--- src/rtl/burst_sram_pkg.sv ---
package burst_sram_pkg;
  localparam int BEAT_W = 2;

  typedef enum logic [1:0] {
    ACC_NONE  = 2'd0,
    ACC_READ  = 2'd1,
    ACC_WRITE = 2'd2
  } acc_kind_e;
endpackage

--- src/rtl/burst_addr_gen.sv ---
module burst_addr_gen
  import burst_sram_pkg::*;
#(
  parameter int ADDR_W = 6
) (
  input  logic              clk,
  input  logic              rst_n,
  input  logic              start_p_n,
  input  logic              start_c_n,
  input  logic              adv_n,
  input  logic              order_sel,
  input  logic              selected,
  input  logic [ADDR_W-1:0] addr_in,
  output logic              access,
  output logic              from_proc,
  output logic              active,
  output logic [ADDR_W-1:0] eff_addr
);
  logic              strobe, load;
  logic [ADDR_W-1:0] base_q, base_n;
  logic [BEAT_W-1:0] cnt_q, cnt_n, low_mix;

  assign strobe = ~start_p_n | ~start_c_n;
  assign load   = strobe & selected;

  always_comb begin
    base_n = load ? addr_in : base_q;
    if (load)
      cnt_n = '0;
    else if (active & ~adv_n)
      cnt_n = cnt_q + 1'b1;
    else
      cnt_n = cnt_q;
    low_mix  = order_sel ? (base_n[BEAT_W-1:0] ^ cnt_n)
                         : (base_n[BEAT_W-1:0] + cnt_n);
    eff_addr = {base_n[ADDR_W-1:BEAT_W], low_mix};
  end

  assign access    = load | (~strobe & active);
  assign from_proc = load & ~start_p_n;

  always_ff @(posedge clk) begin
    if (!rst_n) begin
      active <= 1'b0;
      base_q <= '0;
      cnt_q  <= '0;
    end else begin
      if (strobe) active <= selected;
      base_q <= base_n;
      cnt_q  <= cnt_n;
    end
  end
endmodule

--- src/rtl/lane_write_decode.sv ---
module lane_write_decode #(
  parameter int LANES = 4
) (
  input  logic             allow,
  input  logic             all_wr_n,
  input  logic             lane_gate_n,
  input  logic [LANES-1:0] lane_wr_n,
  output logic [LANES-1:0] mask
);
  for (genvar g = 0; g < LANES; g++) begin : g_lane
    assign mask[g] = allow & (~all_wr_n | (~lane_gate_n & ~lane_wr_n[g]));
  end
endmodule

--- src/rtl/sram_array.sv ---
module sram_array #(
  parameter int ADDR_W = 6,
  parameter int LANES  = 4,
  parameter int LANE_W = 8
) (
  input  logic                    clk,
  input  logic [LANES-1:0]        wr_mask,
  input  logic [ADDR_W-1:0]       addr,
  input  logic [LANES*LANE_W-1:0] wdata,
  output logic [LANES*LANE_W-1:0] rd_word
);
  localparam int DEPTH  = 1 << ADDR_W;
  localparam int WORD_W = LANES * LANE_W;

  logic [WORD_W-1:0] mem [DEPTH];

  always_ff @(posedge clk) begin
    for (int i = 0; i < LANES; i++) begin
      if (wr_mask[i]) mem[addr][i*LANE_W +: LANE_W] <= wdata[i*LANE_W +: LANE_W];
    end
  end

  assign rd_word = mem[addr];
endmodule

--- src/rtl/read_out_pipe.sv ---
module read_out_pipe #(
  parameter int WORD_W = 32
) (
  input  logic              clk,
  input  logic              rst_n,
  input  logic              load,
  input  logic [WORD_W-1:0] d,
  input  logic              oe_n,
  output logic [WORD_W-1:0] q,
  output logic              rd_q,
  output logic              hold_q,
  output logic              drive
);
  always_ff @(posedge clk) begin
    if (!rst_n) begin
      q      <= '0;
      rd_q   <= 1'b0;
      hold_q <= 1'b0;
    end else begin
      if (load) q <= d;
      rd_q   <= load;
      hold_q <= rd_q & ~load;
    end
  end

  assign drive = (rd_q | hold_q) & ~oe_n;
endmodule

--- src/rtl/burst_sram.sv ---
module burst_sram
  import burst_sram_pkg::*;
#(
  parameter int ADDR_W = 6,
  parameter int LANES  = 4,
  parameter int LANE_W = 8
) (
  input  logic                    clk,
  input  logic                    rst_n,
  input  logic [ADDR_W-1:0]       addr,
  input  logic                    start_p_n,
  input  logic                    start_c_n,
  input  logic                    adv_n,
  input  logic                    order_sel,
  input  logic                    ce_a_n,
  input  logic                    ce_b,
  input  logic                    ce_c_n,
  input  logic                    all_wr_n,
  input  logic                    lane_gate_n,
  input  logic [LANES-1:0]        lane_wr_n,
  input  logic [LANES*LANE_W-1:0] wdata,
  input  logic                    oe_n,
  output logic [LANES*LANE_W-1:0] rdata,
  output logic                    dq_drive
);
  localparam int WORD_W = LANES * LANE_W;

  logic              selected, access, from_proc, active;
  logic [ADDR_W-1:0] eff_addr;
  logic [LANES-1:0]  mask_n;
  acc_kind_e         kind_n, s1_kind;
  logic [ADDR_W-1:0] s1_addr;
  logic [WORD_W-1:0] s1_wdata, rd_word;
  logic [LANES-1:0]  s1_mask;
  logic              s1_rd, rd_q, hold_q;

  assign selected = ~ce_a_n & ce_b & ~ce_c_n;

  burst_addr_gen #(.ADDR_W(ADDR_W)) i_addr (
    .clk(clk), .rst_n(rst_n), .start_p_n(start_p_n), .start_c_n(start_c_n),
    .adv_n(adv_n), .order_sel(order_sel), .selected(selected), .addr_in(addr),
    .access(access), .from_proc(from_proc), .active(active), .eff_addr(eff_addr)
  );

  lane_write_decode #(.LANES(LANES)) i_dec (
    .allow(access & ~from_proc), .all_wr_n(all_wr_n), .lane_gate_n(lane_gate_n),
    .lane_wr_n(lane_wr_n), .mask(mask_n)
  );

  always_comb begin
    if (!access)     kind_n = ACC_NONE;
    else if (|mask_n) kind_n = ACC_WRITE;
    else             kind_n = ACC_READ;
  end

  always_ff @(posedge clk) begin
    if (!rst_n) begin
      s1_kind  <= ACC_NONE;
      s1_addr  <= '0;
      s1_wdata <= '0;
      s1_mask  <= '0;
    end else begin
      s1_kind  <= kind_n;
      s1_addr  <= eff_addr;
      s1_wdata <= wdata;
      s1_mask  <= mask_n;
    end
  end

  assign s1_rd = (s1_kind == ACC_READ);

  sram_array #(.ADDR_W(ADDR_W), .LANES(LANES), .LANE_W(LANE_W)) i_mem (
    .clk(clk), .wr_mask(s1_mask), .addr(s1_addr), .wdata(s1_wdata), .rd_word(rd_word)
  );

  read_out_pipe #(.WORD_W(WORD_W)) i_out (
    .clk(clk), .rst_n(rst_n), .load(s1_rd), .d(rd_word), .oe_n(oe_n),
    .q(rdata), .rd_q(rd_q), .hold_q(hold_q), .drive(dq_drive)
  );
endmodule

--- config.mk ---
export PLATFORM = sky130hd
export DESIGN_NAME = burst_sram
export DESIGN_NICKNAME = d
export VERILOG_FILES = /design/src/rtl/burst_sram_pkg.sv /design/src/rtl/burst_addr_gen.sv /design/src/rtl/lane_write_decode.sv /design/src/rtl/sram_array.sv /design/src/rtl/read_out_pipe.sv /design/src/rtl/burst_sram.sv
export SDC_FILE = /design/constraint.sdc
export NUM_CORES = 2
export LEC_CHECK = 0
export ABC_AREA = 0
export BUFFER_PORTS_ARGS = -buffer_cell sky130_fd_sc_hd__buf_4
export CORE_MARGIN = 2
export CORE_UTILIZATION = 50
export CTS_BUF_LIST = sky130_fd_sc_hd__clkbuf_8
export CTS_CLUSTER_DIAMETER = 30
export CTS_CLUSTER_SIZE = 25
export DETAILED_ROUTE_END_ITERATION = 10
export PLACE_DENSITY_LB_ADDON = 0.08
export SLEW_MARGIN = 20
export SYNTH_ARGS = -nofsm -noshare
export SYNTH_HDL_FRONTEND = slang
export SYNTH_SLANG_ARGS = --single-unit
--- constraint.sdc ---
create_clock -name clk -period 5 [get_ports clk]
set_input_delay 1 -clock clk [delete_from_list [all_inputs] [get_ports clk]]
set_output_delay 1 -clock clk [all_outputs]
set_load 0.005 [all_outputs]
==> metrics.cfg <==
[timing]
fin_crit_ns = 3.89
slew-limit-headroom_pct = 18.4
holdWs_ns = 0.116
fin_crit_sh_pct = 77.9
grt_setup_unrepaired = false
worst_pin_slew_ns = 1.22
max_freq_ghz = 0.257
finalHoldViolations = 0
drv_slew = 0
skew_ns = 0.0811
timing.setup.tns_ns = 0
setup_viol = 0

[outcome]
status = complete, no violations

[pwr]
power_frac_comb_pct = 3.4
seqPwrFrac_pct = 46.9
powerDensity_mw_per_mm2 = 439
switchingPower_uw = 9400
p_leak_uw = 0.0305
intPower_uw = 32500
switching_share_pct = 22.4
vdd_drop_max_mv = 0.315
p_clk_share_pct = 49.7

[layout]
fillers = 12406
final_cell_count_no_fill = 7569
area_growth_pct = 16.2
final_common_cell = edfxtp_1
fin_nets = 5082
mostFrequentLayoutCells = edfxtp_1, clkbuf_8, nor2_1
drive_above_1_share_pct = 23.5

[synth]
synth_ff_type = edfxtp_1
syn_nets = 4736
synth-async-reset-ratio_pct = 0
synth_edf_count = 2048
yosysTopAreaCellShare_pct = 74.9
synth.distinct_cells = 83
synth.area.top_cells = edfxtp_1, mux4_2, mux2i_1
synth_cells = 4681
seq_area_frac_synth_pct = 76.9
yosysTopAreaCell = edfxtp_1
ys_ff_latch = 2131
syn-cell-area_mm2 = 0.0821
synth-warning-count = 0
syn_area_per_cell_um2 = 17.5

[placed_design]
placed_cells = 6747
port_buffers = 86
hpwl_mm = 148
gp_congestion = 0.873

[routing]
drc_errors = 0
ant_nets = 0
dr.pass1.iters = 6
viasPerCell = 6.44
routed_wl_mm = 257
wl_per_cell_um = 33.9
num_vias = 48714
drt_iter0_drc = 6592

[global_routing]
antenna_found_initial = 14
grt.overflow.total = 0
grt-busiest-layer = met2
grt_pass1_wl_mm = 362
grt_max_degree = 107
grt_pass1_vias = 47992
grt_use_met1_pct = 44.0
use_met2_pct = 45.8
grtUsageTotal_pct = 30.4
grt_use_met3_pct = 6.37

[setup_path]
reg2reg_slack_ns = 1.11
crit_fanout = 48
rr_startpoint = s1_addr[2]
cp.required_ns = 5.93
worst_r2r_path_depth = 7
max_stage_delay_ns = 0.82
critPathArrivalTime_ns = 4.83
endpoint = i_out.q[21]
end_kind = register
path_cells = buf_12 -> inv_4 -> nand2_1 -> o22ai_1 -> a211o_1 -> a2111oi_0 -> a31oi_1
slowest_stage = a2111oi_0
path_class = register to register
r2r_end = i_out.q[21]
cp-startpoint = s1_addr[2]
startpoint_type = register

[clock_tree]
cts_setup_buffers = 0
clk_latency_ns = 1.11
clock_sinks = 2131
ctsHoldBuffers = 0
cts_tree = yes
clock-root-buffer = clkbuf_8
clockBufferDepth = 4
cts_htree_levels = 5
path_clk_slew_ns = 0.06
numCtsBuffers = 453
cts.repair.resized = 0

[run]
cap_viol_max_count = 0

[floorplan]
rows = 148
die_x_um = 409
fp.coreArea_mm2 = 0.163
pin_count = 87
dieArea_mm2 = 0.168
initial_core_util_pct = 50.4
die_y_um = 409

[worst_hold_path]
hold_path_class = input port to register

worst max-delay path: cells and delay by family (launching register included):
family / cells / cell delay (ns)
simple gates: 1 / 0.70
compound gates: 4 / 1.58
buf+inv: 2 / 0.65
flops: 1 / 0.76
registers in the layout (all words and copies together), names as in the netlist, 2 cells and up:
register / count
s1_wdata: 32
s1_mask: 4
s1_kind: 2
i_addr.base_q: 2
i_out.q: 32
i_mem.mem: 2048
s1_addr: 6
i_addr.cnt_q: 2
metal layers:
layer / wire length [um] / part of all wire [%]
met4: 9140 / 3.6
met3: 26700 / 10
met1: 104000 / 41
met5: 53 / 0.021
met2: 117000 / 45
power by group through the flow:
| stage | registers, uW | logic (uW) | clock network [uW] |
|---|---|---|---|
| 6_report | 19600 | 1440 | 20800 |
| 5_1_grt | 19600 | 1490 | 21800 |
| 4_1_cts | 19600 | 1420 | 21000 |
| 3_5_place_dp | 20000 | 1410 | 0 |
| 3_3_place_gp | 20000 | 1400 | 0 |
| 2_1_floorplan | 20100 | 646 | 0 |
area by class of cell:
class                      count  area (um2)  area share [%]
clock buffer                 465        6400            6.71
timing repair buffer         226        1970            2.07
sequential                  2131       63200            66.2
antenna                        3        7.51         0.00787
multi-input combinational   2210       17300            18.1
tap                         2175        2720            2.85
inverter                       5        26.3          0.0275
clock inverter               354        3800            3.98
cells by family after synthesis:
group                      share of synthesized area (%)
AOI/OAI and AO/OA                                   9.30
xor gates and xnor gates                          0.0427
adders and majority gates                         0.0152
buffers and inverters                               2.18
DFF                                                 76.9
muxes                                               7.89
and+or+nand+nor                                     3.67
through the flow:
stage	worst slack, ns	util (%)	total power (uW)	area (um2)
final	1.11	58.6	41900	95400
after global routing	1.12	58.6	42900	95400
after CTS	1.14	58.6	42000	95400
after detailed placement	1.16	52.3	21400	85200
after global placement	1.19	52.3	21400	85200
after floorplan	2.42	-	20700	82100
cells in the mapped netlist (93+ instances only):
cell,number
buf_2,132
o21ai_0,139
a21oi_1,153
a22oi_1,236
edfxtp_1,2048
mux2_2,110
nand2_1,174
mux2i_1,199
nor2_1,362
mux4_2,133
a221oi_1,193
clkbuf_1,93
how the worst min path moves through the flow:
| stage | start | to | slack (ns) | cells after the start |
|---|---|---|---|---|
| final | wdata[11] | s1_wdata[11] | 0.12 | 2 |
| after global routing | wdata[8] | s1_wdata[8] | 0.06 | 2 |
| after CTS | wdata[8] | s1_wdata[8] | 0.01 | 2 |
| after detailed placement | i_out.rd_q | i_out.hold_q | 0.48 | 1 |
| after global placement | i_addr.base_q[1] | i_addr.base_q[1] | 0.47 | 2 |
| after floorplan | i_addr.base_q[1] | i_addr.base_q[1] | 0.46 | 2 |
(Power assumes the default switching activity.)
